<file path="src/rtl/oau_pkg.sv">
// Package: shared mode codes and sequencer states for the operand fetch unit.
// Assumes mode codes are 4 bits wide; codes above 8 are reserved.
package oau_pkg;
    localparam int MODE_W = 4;

    typedef enum logic [MODE_W-1:0] {
        M_IMM  = 4'd0,
        M_DIR  = 4'd1,
        M_IND  = 4'd2,
        M_REG  = 4'd3,
        M_RIND = 4'd4,
        M_DISP = 4'd5,
        M_REL  = 4'd6,
        M_PRE  = 4'd7,
        M_POST = 4'd8
    } mode_e;

    typedef enum logic [1:0] {
        S_IDLE = 2'd0,
        S_REQ  = 2'd1,
        S_WAIT = 2'd2,
        S_FIN  = 2'd3
    } state_e;
endpackage

</file>
<file path="src/rtl/oau_reg_read.sv">
// Module: selects one register from a flattened register-file bus.
// Assumes NREG is a power of two; slot k sits at bits k*W+W-1..k*W.
module oau_reg_read #(
    parameter int W    = 8,
    parameter int NREG = 4,
    localparam int RSW = $clog2(NREG)
) (
    input  logic [NREG*W-1:0] regs_flat,
    input  logic [RSW-1:0]    sel,
    output logic [W-1:0]      rval
);
    logic [W-1:0] slots [NREG];

    // Unpack the flat bus into one slot per register.
    for (genvar g = 0; g < NREG; g++) begin : g_slot
        assign slots[g] = regs_flat[g*W +: W];
    end

    // Pick the selected register.
    assign rval = slots[sel];
endmodule

</file>
<file path="src/rtl/oau_first_addr.sv">
// Module: decodes the mode and forms the first read address, the read count,
// the post-add flag and the no-read result. Purely combinational; the
// caller samples its outputs in the start cycle.
module oau_first_addr
    import oau_pkg::*;
#(
    parameter int W       = 8,
    parameter int DEPTH_W = 2,
    localparam int CNT_W  = DEPTH_W + 1
) (
    input  logic [MODE_W-1:0]  mode,
    input  logic [W-1:0]       addr_a,
    input  logic [W-1:0]       rval,
    input  logic [W-1:0]       pc,
    input  logic [DEPTH_W-1:0] depth,
    output logic [W-1:0]       first_addr,
    output logic [CNT_W-1:0]   nreads,
    output logic               post_add,
    output logic [W-1:0]       direct_val
);
    logic [CNT_W-1:0] levels;

    // A depth field of zero still means one level of indirection.
    always_comb begin
        levels = CNT_W'(depth);
        if (depth == '0) levels = CNT_W'(1);
    end

    // Mode decode: first address, number of reads, post-add, no-read value.
    always_comb begin
        first_addr = addr_a;
        nreads     = '0;
        post_add   = 1'b0;
        direct_val = addr_a;
        case (mode)
            M_DIR:  nreads = CNT_W'(1);
            M_IND:  nreads = levels + CNT_W'(1);
            M_REG:  direct_val = rval;
            M_RIND: begin first_addr = rval;          nreads = CNT_W'(1); end
            M_DISP: begin first_addr = addr_a + rval; nreads = CNT_W'(1); end
            M_REL:  begin first_addr = addr_a + pc;   nreads = CNT_W'(1); end
            M_PRE:  begin first_addr = addr_a + rval; nreads = CNT_W'(2); end
            M_POST: begin nreads = CNT_W'(2); post_add = 1'b1; end
            default: ;
        endcase
    end
endmodule

</file>
<file path="src/rtl/oau_seq.sv">
// Module: sequencer that issues the reads one at a time and chains each
// returned word into the next address. Assumes memory answers each request
// with mem_valid no earlier than the cycle after the request.
module oau_seq
    import oau_pkg::*;
#(
    parameter int W     = 8,
    parameter int CNT_W = 3
) (
    input  logic             clk,
    input  logic             rst_n,
    input  logic             start,
    input  logic [W-1:0]     first_addr,
    input  logic [CNT_W-1:0] nreads,
    input  logic             post_add,
    input  logic [W-1:0]     direct_val,
    input  logic [W-1:0]     rval,
    output logic             mem_req,
    output logic [W-1:0]     mem_addr,
    input  logic             mem_valid,
    input  logic [W-1:0]     mem_rdata,
    output logic             busy,
    output logic             done,
    output logic [W-1:0]     operand
);
    state_e           state;
    logic [W-1:0]     addr_q;
    logic [W-1:0]     rval_q;
    logic [W-1:0]     res_q;
    logic [CNT_W-1:0] left_q;
    logic             post_q;

    // State, chained address and result registers.
    always_ff @(posedge clk) begin
        if (!rst_n) begin
            state  <= S_IDLE;
            addr_q <= '0;
            rval_q <= '0;
            res_q  <= '0;
            left_q <= '0;
            post_q <= 1'b0;
        end else begin
            case (state)
                S_IDLE: if (start) begin
                    addr_q <= first_addr;
                    rval_q <= rval;
                    left_q <= nreads;
                    post_q <= post_add;
                    if (nreads == '0) begin
                        res_q <= direct_val;
                        state <= S_FIN;
                    end else begin
                        state <= S_REQ;
                    end
                end
                S_REQ: state <= S_WAIT;
                S_WAIT: if (mem_valid) begin
                    if (left_q == CNT_W'(1)) begin
                        res_q <= mem_rdata;
                        state <= S_FIN;
                    end else begin
                        addr_q <= mem_rdata + (post_q ? rval_q : '0);
                        left_q <= left_q - CNT_W'(1);
                        state  <= S_REQ;
                    end
                end
                default: state <= S_IDLE;
            endcase
        end
    end

    // Output decode from the current state.
    assign mem_req  = (state == S_REQ);
    assign mem_addr = addr_q;
    assign busy     = (state != S_IDLE);
    assign done     = (state == S_FIN);
    assign operand  = res_q;
endmodule

</file>
<file path="src/rtl/oau_top.sv">
// Module: operand fetch unit top. Joins register select, mode decode and
// the read sequencer. Assumes a single-word memory read port.
module oau_top
    import oau_pkg::*;
#(
    parameter int W       = 8,
    parameter int NREG    = 4,
    parameter int DEPTH_W = 2,
    localparam int RSW    = $clog2(NREG),
    localparam int CNT_W  = DEPTH_W + 1
) (
    input  logic               clk,
    input  logic               rst_n,
    input  logic               start,
    input  logic [MODE_W-1:0]  mode,
    input  logic [W-1:0]       addr_a,
    input  logic [RSW-1:0]     reg_sel,
    input  logic [DEPTH_W-1:0] depth,
    input  logic [NREG*W-1:0]  regs_flat,
    input  logic [W-1:0]       pc,
    output logic               mem_req,
    output logic [W-1:0]       mem_addr,
    input  logic               mem_valid,
    input  logic [W-1:0]       mem_rdata,
    output logic               busy,
    output logic               done,
    output logic [W-1:0]       operand
);
    logic [W-1:0]     rval;
    logic [W-1:0]     first_addr;
    logic [W-1:0]     direct_val;
    logic [CNT_W-1:0] nreads;
    logic             post_add;
    logic             start_ok;

    // Only an idle unit accepts a start.
    assign start_ok = start && !busy;

    oau_reg_read #(.W(W), .NREG(NREG)) u_rr (
        .regs_flat(regs_flat), .sel(reg_sel), .rval(rval)
    );

    oau_first_addr #(.W(W), .DEPTH_W(DEPTH_W)) u_fa (
        .mode(mode), .addr_a(addr_a), .rval(rval), .pc(pc), .depth(depth),
        .first_addr(first_addr), .nreads(nreads), .post_add(post_add),
        .direct_val(direct_val)
    );

    oau_seq #(.W(W), .CNT_W(CNT_W)) u_seq (
        .clk(clk), .rst_n(rst_n), .start(start_ok),
        .first_addr(first_addr), .nreads(nreads), .post_add(post_add),
        .direct_val(direct_val), .rval(rval),
        .mem_req(mem_req), .mem_addr(mem_addr),
        .mem_valid(mem_valid), .mem_rdata(mem_rdata),
        .busy(busy), .done(done), .operand(operand)
    );
endmodule

</file>
<file path="config.mk">
export PLATFORM = sky130hd
export DESIGN_NAME = oau_top
export DESIGN_NICKNAME = d
export VERILOG_FILES = /design/src/rtl/oau_pkg.sv /design/src/rtl/oau_reg_read.sv /design/src/rtl/oau_first_addr.sv /design/src/rtl/oau_seq.sv /design/src/rtl/oau_top.sv
export SDC_FILE = /design/constraint.sdc
export NUM_CORES = 1
export LEC_CHECK = 0
export ABC_AREA = 1
export BUFFER_PORTS_ARGS = -buffer_cell sky130_fd_sc_hd__buf_2
export CAP_MARGIN = 10
export CORE_MARGIN = 2
export CORE_UTILIZATION = 45
export CTS_CLUSTER_SIZE = 10
export DETAILED_ROUTE_END_ITERATION = 8
export GPL_TIMING_DRIVEN = 0
export PLACE_DENSITY = 0.79
export SKIP_LAST_GASP = 1
export SLEW_MARGIN = 40
export SYNTH_ARGS = -nofsm -noshare
export SYNTH_HDL_FRONTEND = slang
export SYNTH_SLANG_ARGS = --single-unit
</file>
<file path="constraint.sdc">
create_clock -name clk -period 2.4 [get_ports clk]
set_input_delay 0.12 -clock clk [delete_from_list [all_inputs] [get_ports clk]]
set_output_delay 0.12 -clock clk [all_outputs]
set_load 0.01 [all_outputs]
</file>
==> out/metrics.yaml <==
outcome: "complete, no violations"
hold_viol: 0
synthTopCellsByArea: "dfxtp_1 22%, nand2_1 17%, nand3_1 8.9%, a21oi_1 7.9%, ha_1 7.4%"
synth_nets: 527
dpl.cell_count: 599
tns_ns: 0
min_path_type: "in -> reg"
max_stage_delay_ns: 0.36
floorplan.initialDensity: 0.463
clk_pin_slew_ns: 0.07
cts.sinks: 30
cts_buffers: 5
ys.warnings.count: 0
drive_gt1_frac: 0.249
cp_slowest_cell: "fa_1"
cts_root_buf: "clkbuf_8"
p_int_mw: 1.29
worst_hold_slack_ns: 0.160
cp-start-kind: "primary input"
clk_path_buf_depth: 2
grt_overflow: 0
grt_pass1_wl_um: 13000
fill_cells: 573
final_cell_area_mm2: 0.00336
routedWlPerCell_um: 13.1
gp_congestion: 0.908
cp_max_fo: 10
slew_violations: 0
reg2reg_slack_ns: 0.30
synth_common_cells: "121 x nand2_1, 48 x nand3_1, 44 x inv_1"
die_w_um: 81.6
dp_hpwl_um: 6460
pwr-share-clk: 0.238
cts_max_level: 2
setup_viol: 0
die_area_mm2: 0.00665
wirelength_um: 7950
synth_cells: 441
viasPerCell: 5.28
drc: 0
synth_cell_types: 37
via_count: 3199
rows: 28
diodes: 0
nNetsFinal: 616
max_clock_freq_mhz: 450
switching_share: 0.403
power.share.combinational: 0.446
period_share: 0.925
drt-initial-drc-count: 180
tightest_slew_ns: 0.580
grt.total_usage: 0.253
ys.flop_type: "dfxtp_1"
port_buffers: 83
synth_top_area_frac: 0.222
endpoint_kind: "flop"
power.total_mw: 2.16
cts_tree: "yes"
skew_ns: 0.00985
cp.required_ns: 2.62
detail-route-antenna-nets: 0
path_cells: "buf_2 > inv_2 > nand2_2 > nor2_4 > inv_2 > buf_4 > o21ai_2 > ha_1 > inv_1 > fa_1 > inv_1 > nand2_1 > a21oi_2 > nor3_1 > nand3b_1 > nand3_1 > o211ai_1 > a21oi_1"
pwr-share-seq: 0.316
io_pins: 87
grt_pass1_vias: 2996
stdcell_count: 606
yosysTopAreaCell: "dfxtp_1"
grt_max_degree: 11
rsz0062_at_grt: "no"
power_density_mw_per_mm2: 643
antenna_found_initial: 0
coreArea_mm2: 0.00585
p_leak_nw: 1.74
dr.pass1.iters: 4
syn_to_final_growth_pct: 23.9
dpl_cell_area_mm2: 0.00322
synth-edff-count: 0
ys_async_sr_fraction: 0
synth_most_common_cell: "nand2_1"
synth_area_per_cell_um2: 6.14
vdd_ir_drop_max_v: 0.000373
insertion_delay_ns: 0.30
synth_seq_cells: 30
worstSetupPathType: "in -> reg"
finalCriticalPeriod_ns: 2.22
syn_area_mm2: 0.00271
die_y_um: 81.6
synth_seq_area_share: 0.222
relSlewSlack: 0.612
power_switching_mw: 0.869
cp.arrival_ns: 2.44
cap_violations: 0
state kept, by name, summed over array words and instances, names as in the netlist:
register and cells:
u_seq.post_q 1, u_seq.operand 8, u_seq.rval_q 8, u_seq.mem_addr 8, u_seq.left_q 3, u_seq.state 2
area by class of cell:
type	count	area [µm²]	share of cell area
clock buffers	5	68.8	0.0205
plain buffers	15	85.1	0.0254
multi-input cells	341	1840	0.550
clock inverters	3	40.0	0.0119
inverters	53	199	0.0593
repair buffers	84	423	0.126
flip-flops and latches	30	602	0.179
well taps	75	93.8	0.0280
worst max-delay path, delay by kind of cell:
kind | cells | cell delay, ns
and+or+nand+nor | 6 | 0.66
buffers and inverters | 6 | 0.60
adders and majority gates | 2 | 0.53
AOI/OAI and AO/OA | 4 | 0.52
power by group through the flow:
stage | logic [mW] | clock network [mW] | registers, mW
finish | 0.961 | 0.514 | 0.682
CTS | 0.948 | 0.517 | 0.681
global route | 1.09 | 0.543 | 0.698
floorplan | 0.607 | 0 | 0.717
global placement | 0.931 | 0 | 0.683
detailed placement | 0.951 | 0 | 0.685
cells by family (layout without fill, tap and decap cells):
logic type	Yosys count	in the layout	synth area share
compound gates	106	106	0.214
xor+xnor	7	7	0.0226
fa+ha+maj	18	18	0.0887
buf+inv	70	160	0.106
flops	30	30	0.222
simple gates	210	210	0.347
placed cells by master (no fill, tap or decap), types with 2 or more instances in the layout:
cell type and count:
o21ai_1 26, xor2_1 5, inv_1 44, buf_6 2
or2_1 2, or2_2 4, nand2_2 4, nand3_2 2
ha_1 16, dfxtp_1 29, nor2_1 19, xnor2_1 2
nand3b_1 3, o21ai_2 2, nand3_1 47, nor3_4 2
inv_2 8, clkbuf_1 6, o211ai_1 7, nand2_1 120
clkinv_2 2, clkbuf_8 5, buf_4 3, nand4_1 2
a21oi_2 3, buf_2 88, a21oi_1 42, fa_1 2
nor2_4 2, o21ai_0 19
worst paths after layout:
path                             to        startpoint  cells after the start
hold / removal      u_seq.left_q[0]          depth[0]                      4
setup reg to reg  u_seq.mem_addr[6]      u_seq.post_q                     15
setup / recovery  u_seq.mem_addr[4]           mode[3]                     18
hold reg to reg    u_seq.operand[2]  u_seq.operand[2]                      2
per-stage QoR:
stage	utilization	setup slack (ns)
after floorplan	-	0.0916
after global placement	0.550	-0.315
after detailed placement	0.550	-0.370
after CTS	0.568	0.0163
after global routing	0.574	0.0163
final	0.574	0.180
what timing repair did:
item | CTS | global route
hold buffers | 0 | 0
resized for setup | 1 | 16
setup buffers | 0 | 1
pin swaps | 0 | 1
endpoints found under the setup margin | 2 | 5
layer usage:
layer / vias to the layer above / share of wire / routed length, µm / global-route usage
li1: 1643 / - / - / -
met1: 1412 / 0.43 / 3380 / 0.304
met2: 124 / 0.47 / 3750 / 0.429
met3: 20 / 0.073 / 578 / 0.0604
met4: 0 / 0.029 / 234 / 0.112
met5: - / 0 / 0 / 0
Power figures use the tool's default switching activity.
